==> src/rtl/bp_pkg.sv <==
package bp_pkg;
    localparam int FRAC_W = 3;

    typedef enum logic [1:0] {
        ST_OFF  = 2'd0,
        ST_FULL = 2'd1,
        ST_FAST = 2'd2,
        ST_FRAC = 2'd3
    } bp_state_t;
endpackage

==> src/rtl/bp_clk_div.sv <==
module bp_clk_div #(
    parameter int DIV = 16
) (
    input  logic clk,
    input  logic rst_n,
    input  logic restart,
    output logic en
);
    localparam int CW = (DIV > 1) ? $clog2(DIV) : 1;
    localparam logic [CW-1:0] LAST = CW'(DIV - 1);

    logic [CW-1:0] cnt;

    always_ff @(posedge clk) begin
        if (!rst_n || restart) begin
            cnt <= '0;
        end else if (cnt == LAST) begin
            cnt <= '0;
        end else begin
            cnt <= cnt + 1'b1;
        end
    end

    assign en = (cnt == LAST);

    assert_cnt_range_R2: assert property (@(posedge clk) disable iff (!rst_n)
        cnt <= LAST);
endmodule

==> src/rtl/bp_frac_step.sv <==
module bp_frac_step
    import bp_pkg::*;
(
    input  logic              clk,
    input  logic              rst_n,
    input  logic              load,
    input  logic [FRAC_W-1:0] frac_in,
    input  logic              advance,
    output logic              stretch
);
    logic [FRAC_W-1:0] k_q;
    logic [FRAC_W-1:0] acc;
    logic [FRAC_W:0]   sum;

    assign sum = {1'b0, acc} + {1'b0, k_q};

    always_ff @(posedge clk) begin
        if (!rst_n) begin
            k_q     <= '0;
            acc     <= '0;
            stretch <= 1'b0;
        end else if (load) begin
            k_q     <= frac_in;
            acc     <= frac_in;
            stretch <= 1'b0;
        end else if (advance) begin
            acc     <= sum[FRAC_W-1:0];
            stretch <= sum[FRAC_W];
        end
    end

    assert_zero_frac_flat_R5: assert property (@(posedge clk) disable iff (!rst_n)
        (k_q == '0) |-> !stretch);
endmodule

==> src/rtl/baud_prescaler.sv <==
module baud_prescaler
    import bp_pkg::*;
#(
    parameter int INT_W    = 14,
    parameter int REF_DIV  = 16,
    parameter int FAST_DIV = 24
) (
    input  logic              clk,
    input  logic              rst_n,
    input  logic              load,
    input  logic [INT_W-1:0]  div_int,
    input  logic [FRAC_W-1:0] div_frac,
    input  logic              div_wide,
    output logic              tick
);
    localparam int CW = INT_W + 1;
    localparam logic [CW-1:0] WIDE_N = CW'(1) << INT_W;

    bp_state_t     state, state_nx;
    logic [CW-1:0] n_q, n_dec;
    logic [CW-1:0] pcnt, last;
    logic          ref_en, fast_en, stretch;
    logic          tick_d, tick_q;

    bp_clk_div #(.DIV(REF_DIV)) u_ref (
        .clk(clk), .rst_n(rst_n), .restart(load), .en(ref_en)
    );

    bp_clk_div #(.DIV(FAST_DIV)) u_fast (
        .clk(clk), .rst_n(rst_n), .restart(load), .en(fast_en)
    );

    bp_frac_step u_frac (
        .clk(clk), .rst_n(rst_n), .load(load), .frac_in(div_frac),
        .advance(tick_d && (state == ST_FRAC)), .stretch(stretch)
    );

    always_comb begin
        if (div_int == '0 && div_wide) n_dec = WIDE_N;
        else                           n_dec = {1'b0, div_int};
    end

    always_comb begin
        state_nx = state;
        if (load) begin
            if (div_int == '0 && !div_wide)         state_nx = ST_FULL;
            else if (div_int == INT_W'(1))          state_nx = ST_FAST;
            else                                    state_nx = ST_FRAC;
        end
    end

    always_ff @(posedge clk) begin
        if (!rst_n) state <= ST_OFF;
        else        state <= state_nx;
    end

    assign last = n_q + CW'(stretch) - CW'(1);

    always_ff @(posedge clk) begin
        if (!rst_n) begin
            n_q  <= '0;
            pcnt <= '0;
        end else if (load) begin
            n_q  <= n_dec;
            pcnt <= '0;
        end else if (state == ST_FRAC && ref_en) begin
            if (pcnt == last) pcnt <= '0;
            else              pcnt <= pcnt + 1'b1;
        end
    end

    always_comb begin
        unique case (state)
            ST_OFF:  tick_d = 1'b0;
            ST_FULL: tick_d = ref_en;
            ST_FAST: tick_d = fast_en;
            ST_FRAC: tick_d = ref_en && (pcnt == last);
        endcase
    end

    always_ff @(posedge clk) begin
        if (!rst_n) tick_q <= 1'b0;
        else        tick_q <= tick_d && !load;
    end

    assign tick = tick_q;

    assert_off_silent_R1: assert property (@(posedge clk) disable iff (!rst_n)
        (state == ST_OFF) |=> !tick_q);
    assert_full_rate_R2: assert property (@(posedge clk) disable iff (!rst_n)
        (state == ST_FULL && ref_en && !load) |=> tick_q);
    assert_fast_rate_R3: assert property (@(posedge clk) disable iff (!rst_n)
        (state == ST_FAST && fast_en && !load) |=> tick_q);
    assert_count_bound_R4: assert property (@(posedge clk) disable iff (!rst_n)
        (state == ST_FRAC) |-> (pcnt <= n_q));
    assert_single_pulse_R7: assert property (@(posedge clk) disable iff (!rst_n)
        tick_q |=> !tick_q);
endmodule

==> config.mk <==
export PLATFORM = sky130hd
export DESIGN_NAME = baud_prescaler
export DESIGN_NICKNAME = d
export VERILOG_FILES = /design/src/rtl/bp_pkg.sv /design/src/rtl/bp_clk_div.sv /design/src/rtl/bp_frac_step.sv /design/src/rtl/baud_prescaler.sv
export SDC_FILE = /design/constraint.sdc
export NUM_CORES = 1
export LEC_CHECK = 0
export CORE_MARGIN = 10
export CORE_UTILIZATION = 50
export DETAILED_ROUTE_END_ITERATION = 6
export GPL_ROUTABILITY_DRIVEN = 0
export HOLD_SLACK_MARGIN = 0.05
export MAX_ROUTING_LAYER = met4
export PLACE_DENSITY = 0.7
export REMOVE_ABC_BUFFERS = 1
export SETUP_SLACK_MARGIN = 0.02
export SLEW_MARGIN = 30
export SYNTH_ARGS = -nofsm -noshare
export SYNTH_HDL_FRONTEND = slang
export SYNTH_SLANG_ARGS = --single-unit
==> constraint.sdc <==
create_clock -name clk -period 2.8 [get_ports clk]
set_input_delay 0.28 -clock clk [delete_from_list [all_inputs] [get_ports clk]]
set_output_delay 0.28 -clock clk [all_outputs]
set_load 0.005 [all_outputs]
==> impl.org <==
** Die
- Die outline height :: 92.3 um
- In this run the count of I/O pins placed on the die edge is 22.
- # rows :: 26
- Die W :: 92.3 um
- Initial Util :: 51.6%
- The die covers 8530 sq um.
- The region available for standard cell placement spans roughly 5100 sq um.

** Hold path
- The startpoint identified for the worst hold timing path is u_fast.cnt[0].
- Worst Hold End :: u_fast.cnt[0]
- The path class of the tightest hold or removal check is reg -> reg.
- Count of cells along the worst hold path :: 1

** Pwr
- VDD IR max :: around 0.26 mV
- For this design the ratio of total power to cell area is between 400 and 500 nW/um^2.
- Total Power :: 0.00140 W
- In this run the static leakage power is around 1.1 nW.

** Synthesis
- Most instantiated flip-flop cell in the synthesis netlist :: dfxtp_1
- Sequential cell area fraction in the yosys report :: between 30% and 40%
- Ys async rst share :: 0%
- During synthesis, Yosys emitted a total of 0 warnings.
- After synthesis, the largest family of logic cells by area is simple AND/OR/NAND/NOR gates.
- Summed over its instances, the top area cell type makes up 37.5% of the synthesized netlist area.
- The largest total area in the synthesized netlist belongs to dfxtp_1.
- Counting flops with a built-in enable in the synthesized netlist gives 0.
- XOR/XNOR share of the synthesized area :: ~12%
- Post-synthesis instance total :: ~290
- Multiplexer share of the synthesized area :: 1.15%
- Count of different cell masters after synthesis :: 50
- Total of flip-flops plus latches after synthesis :: 49
- The synthesized netlist devotes 4.59% of its cell area to adder and majority cells.
- Summing the areas of all compound-gate instances in the mapped netlist gives around 16% of the synthesized area.
- In the post-synthesis netlist, the biggest area contributors are dfxtp_1 37%, xnor2_1 6.7%, xor2_1 5.4%.
- Of the total synthesized cell area, the portion taken by AND, OR, NAND and NOR gates is 24.4%.
- The cell area that synthesis handed to floorplanning was 2620 sq um.
- Average footprint of a synthesized cell :: 9.12 sq um

** GRT
- Vias in the first global route :: 2,118
- For this run, the total global-route usage over all layers was measured as between 10% and 20%.
- The first global-routing pass estimated 10,100 um of wire.
- The number of antenna violations at the first check in global routing was 0.
- Summed over all layers, the global routing overflow is 0.
- Largest net degree at the start of global routing :: 25

** Clock network
- Number of sinks handled by clock tree synthesis :: 49
- Num CTS Buffers :: 5
- Buffers from clock root to sink, at most :: 2
- CTS built an H-tree with a depth of 2.
- TritonCTS built the clock tree.
- Number of buffers inserted by post-CTS setup repair :: 0
- Clk Tree Root Cell :: clkbuf_8
- Clock-pin slew on the worst setup and hold paths :: 0.10 ns
- Clock latency on the worst-skew pair :: 0.31 ns

** Routing
- Vias per cell :: 5.76
- The routed design uses between 2000 and 3000 um of met2 wire.
- Violation count after the first detailed-routing iteration :: around 130
- In the detailed route, the total length drawn on met3 is 221 um.
- DRC violation count after routing :: 0
- Routed Antenna Nets :: 0
- Wire length per cell after detailed routing :: 15.8 um
- Top layer reached by signal wires :: met4
- M1 WL :: 2970 um
- Via count :: 2,189
- WL final :: 6010 um
- For this run, the detailed router's first-pass iteration total came to 4.

** Finish
- 0 antenna diodes ended up in the layout.
- The finished cells cover 3030 sq um.
- Commonest cells after routing, fill and taps aside :: 49 x dfxtp_1, 22 x nor3_1, 21 x clkdlybuf4s50_1, 20 x xnor2_1
- Fraction of final layout cells with drive strength greater than 1 :: under 10%
- Summing all flip-flop and latch instances after layout gives 981 sq um.
- The library cell used most frequently in the layout, excluding fill and tap cells, is dfxtp_1.
- Final Net Count :: roughly 340
- Summing all multi-input logic gate instances after layout gives 1540 sq um.
- The finished layout holds 380 standard cells, fillers aside.
- Area growth from synthesis to final layout :: 15.8%
- After filler insertion, the fill cell instance count of the layout stands at 493.

** Timing
- Slew at the pin closest to its max-slew limit :: approximately 0.96 ns
- Achievable Freq :: 387 MHz
- Setup tns final :: 0 ns
- Measured against its own limit, the worst slew margin works out to 36.2%.
- The number of pins exceeding their max-slew limit in the final report came to 0.
- Total setup violations reported at the end of the flow :: 0
- Skew final :: 0.0108 ns
- Final Hold Violating Endpoints :: 0
- Dividing the final minimum period by the clock period gives 92.3%.
- Setup repair after global routing missed its margin :: no
- Shortest clock period the worst path allows after layout :: 2.59 ns

** Critical path
- Max Fanout on Critical Path :: 16
- In this run the critical register-to-register path is launched from n_q[0].
- The worst setup path is captured at a flop.
- Signal arrival time at the worst endpoint :: 2.77 ns
- Endpoint of the most critical register-to-register path :: pcnt[13]
- Setup CP Type :: reg -> reg
- At the worst endpoint, the required time is 2.99 ns.
- Reg2Reg Setup Slack :: 0.21 ns
- The number of cells on the worst reg-to-reg path is 10.
- Crit path launch type :: flop

** Outcome
- The run finished with clean final reports.

** Placed design
- Buffers on Ports :: 21
- Cell total after placement :: 372
- Summed over all nets, the half-perimeter wirelength after detailed placement is 4510 um.
- After detailed placement, the total cell area comes to 2920 sq um.

** Job
- Max-cap check violation count :: 0
==> sequential cells by signal (all words and copies together), names as in the netlist <==
| register | count |
|---|---|
| u_fast.cnt | 5 |
| u_frac.k_q | 3 |
| tick | 1 |
| state | 2 |
| u_frac.stretch | 1 |
| n_q | 15 |
| pcnt | 15 |
| u_frac.acc | 3 |
| u_ref.cnt | 4 |
==> metal layers <==
metal  GRT usage (%)  vias up
met5               -        -
met4            3.86        0
met3            3.23        8
met2            22.8       35
met1            18.4     1044
li1                -     1102
==> synthesized netlist by cell type (3+ instances only) <==
master,count
a211oi_1,3
xor2_1,16
nand4_1,5
nor3b_1,4
and3_1,6
xnor2_1,20
a21oi_1,7
a311oi_1,3
inv_1,8
nand4b_1,3
or4_1,3
clkbuf_1,11
and4_1,7
a22o_1,12
nand2b_1,7
o21ai_0,7
nor3_1,22
nand3_1,9
a31oi_1,4
nand2_1,11
nor2_1,16
o311ai_0,3
mux2i_1,3
ha_1,8
dfxtp_1,49
nor2b_1,4
nor4_1,5
a21boi_0,3
==> worst max-delay path by stage <==
stage,startpoint,to,cells past startpoint
finish,n_q[0],pcnt[13],10
CTS,n_q[0],u_frac.stretch,9
detailed placement,n_q[0],u_frac.stretch,9
global route,n_q[0],tick,9
floorplan,n_q[0],u_frac.stretch,8
global placement,n_q[0],u_frac.stretch,9
==> worst max-delay path, cell delays in order (launching register included) <==
cell and delay (ns):
dfxtp_1 0.32, inv_1 0.07, ha_1 0.19, ha_2 0.24, or3b_2 0.51, nor2_1 0.17, a31oi_1 0.15, nor3_4 0.33
and4_1 0.29, buf_12 0.15, nor3_1 0.06
==> where the power goes <==
| group | switching (W) | internal (W) |
|---|---|---|
| combinational | 0.000111 | 0.000106 |
| clock | 0.000238 | 0.000201 |
| sequential | 0.0000234 | 0.000719 |
==> layout make-up <==
cell class	count	share of cell area [%]
flip-flops and latches	49	32.4
clock buffers	6	2.73
well taps	70	2.89
repair buffers	31	9.83
inverters	8	0.991
clock inverters	2	0.454
multi-input cells	214	50.7
==> cell families (layout without fill, tap and decap cells) <==
| logic type | Yosys count | count (layout) |
|---|---|---|
| compound gates | 56 | 56 |
| xor+xnor | 36 | 36 |
| fa+ha+maj | 9 | 9 |
| buf+inv | 24 | 47 |
| flops | 49 | 49 |
| mux | 3 | 3 |
| simple gates | 110 | 110 |
==> what timing repair did <==
item | 4_1_cts | 5_1_grt
endpoints found under the hold margin | 0 | 0
gates resized for setup | 0 | 4
endpoints found under the setup margin | 0 | 17
hold buffers | 0 | 0
==> through the flow <==
step	util, %	hold WS [ns]	worst slack, ns
after floorplan	-	0.369	0.194
after global placement	57.5	0.436	0.215
after detailed placement	57.5	0.444	0.156
after CTS	59.4	0.460	0.135
after global routing	59.7	0.485	0.0227
final	59.7	0.460	0.214
Note: power is estimated with default switching activity, not from simulation.
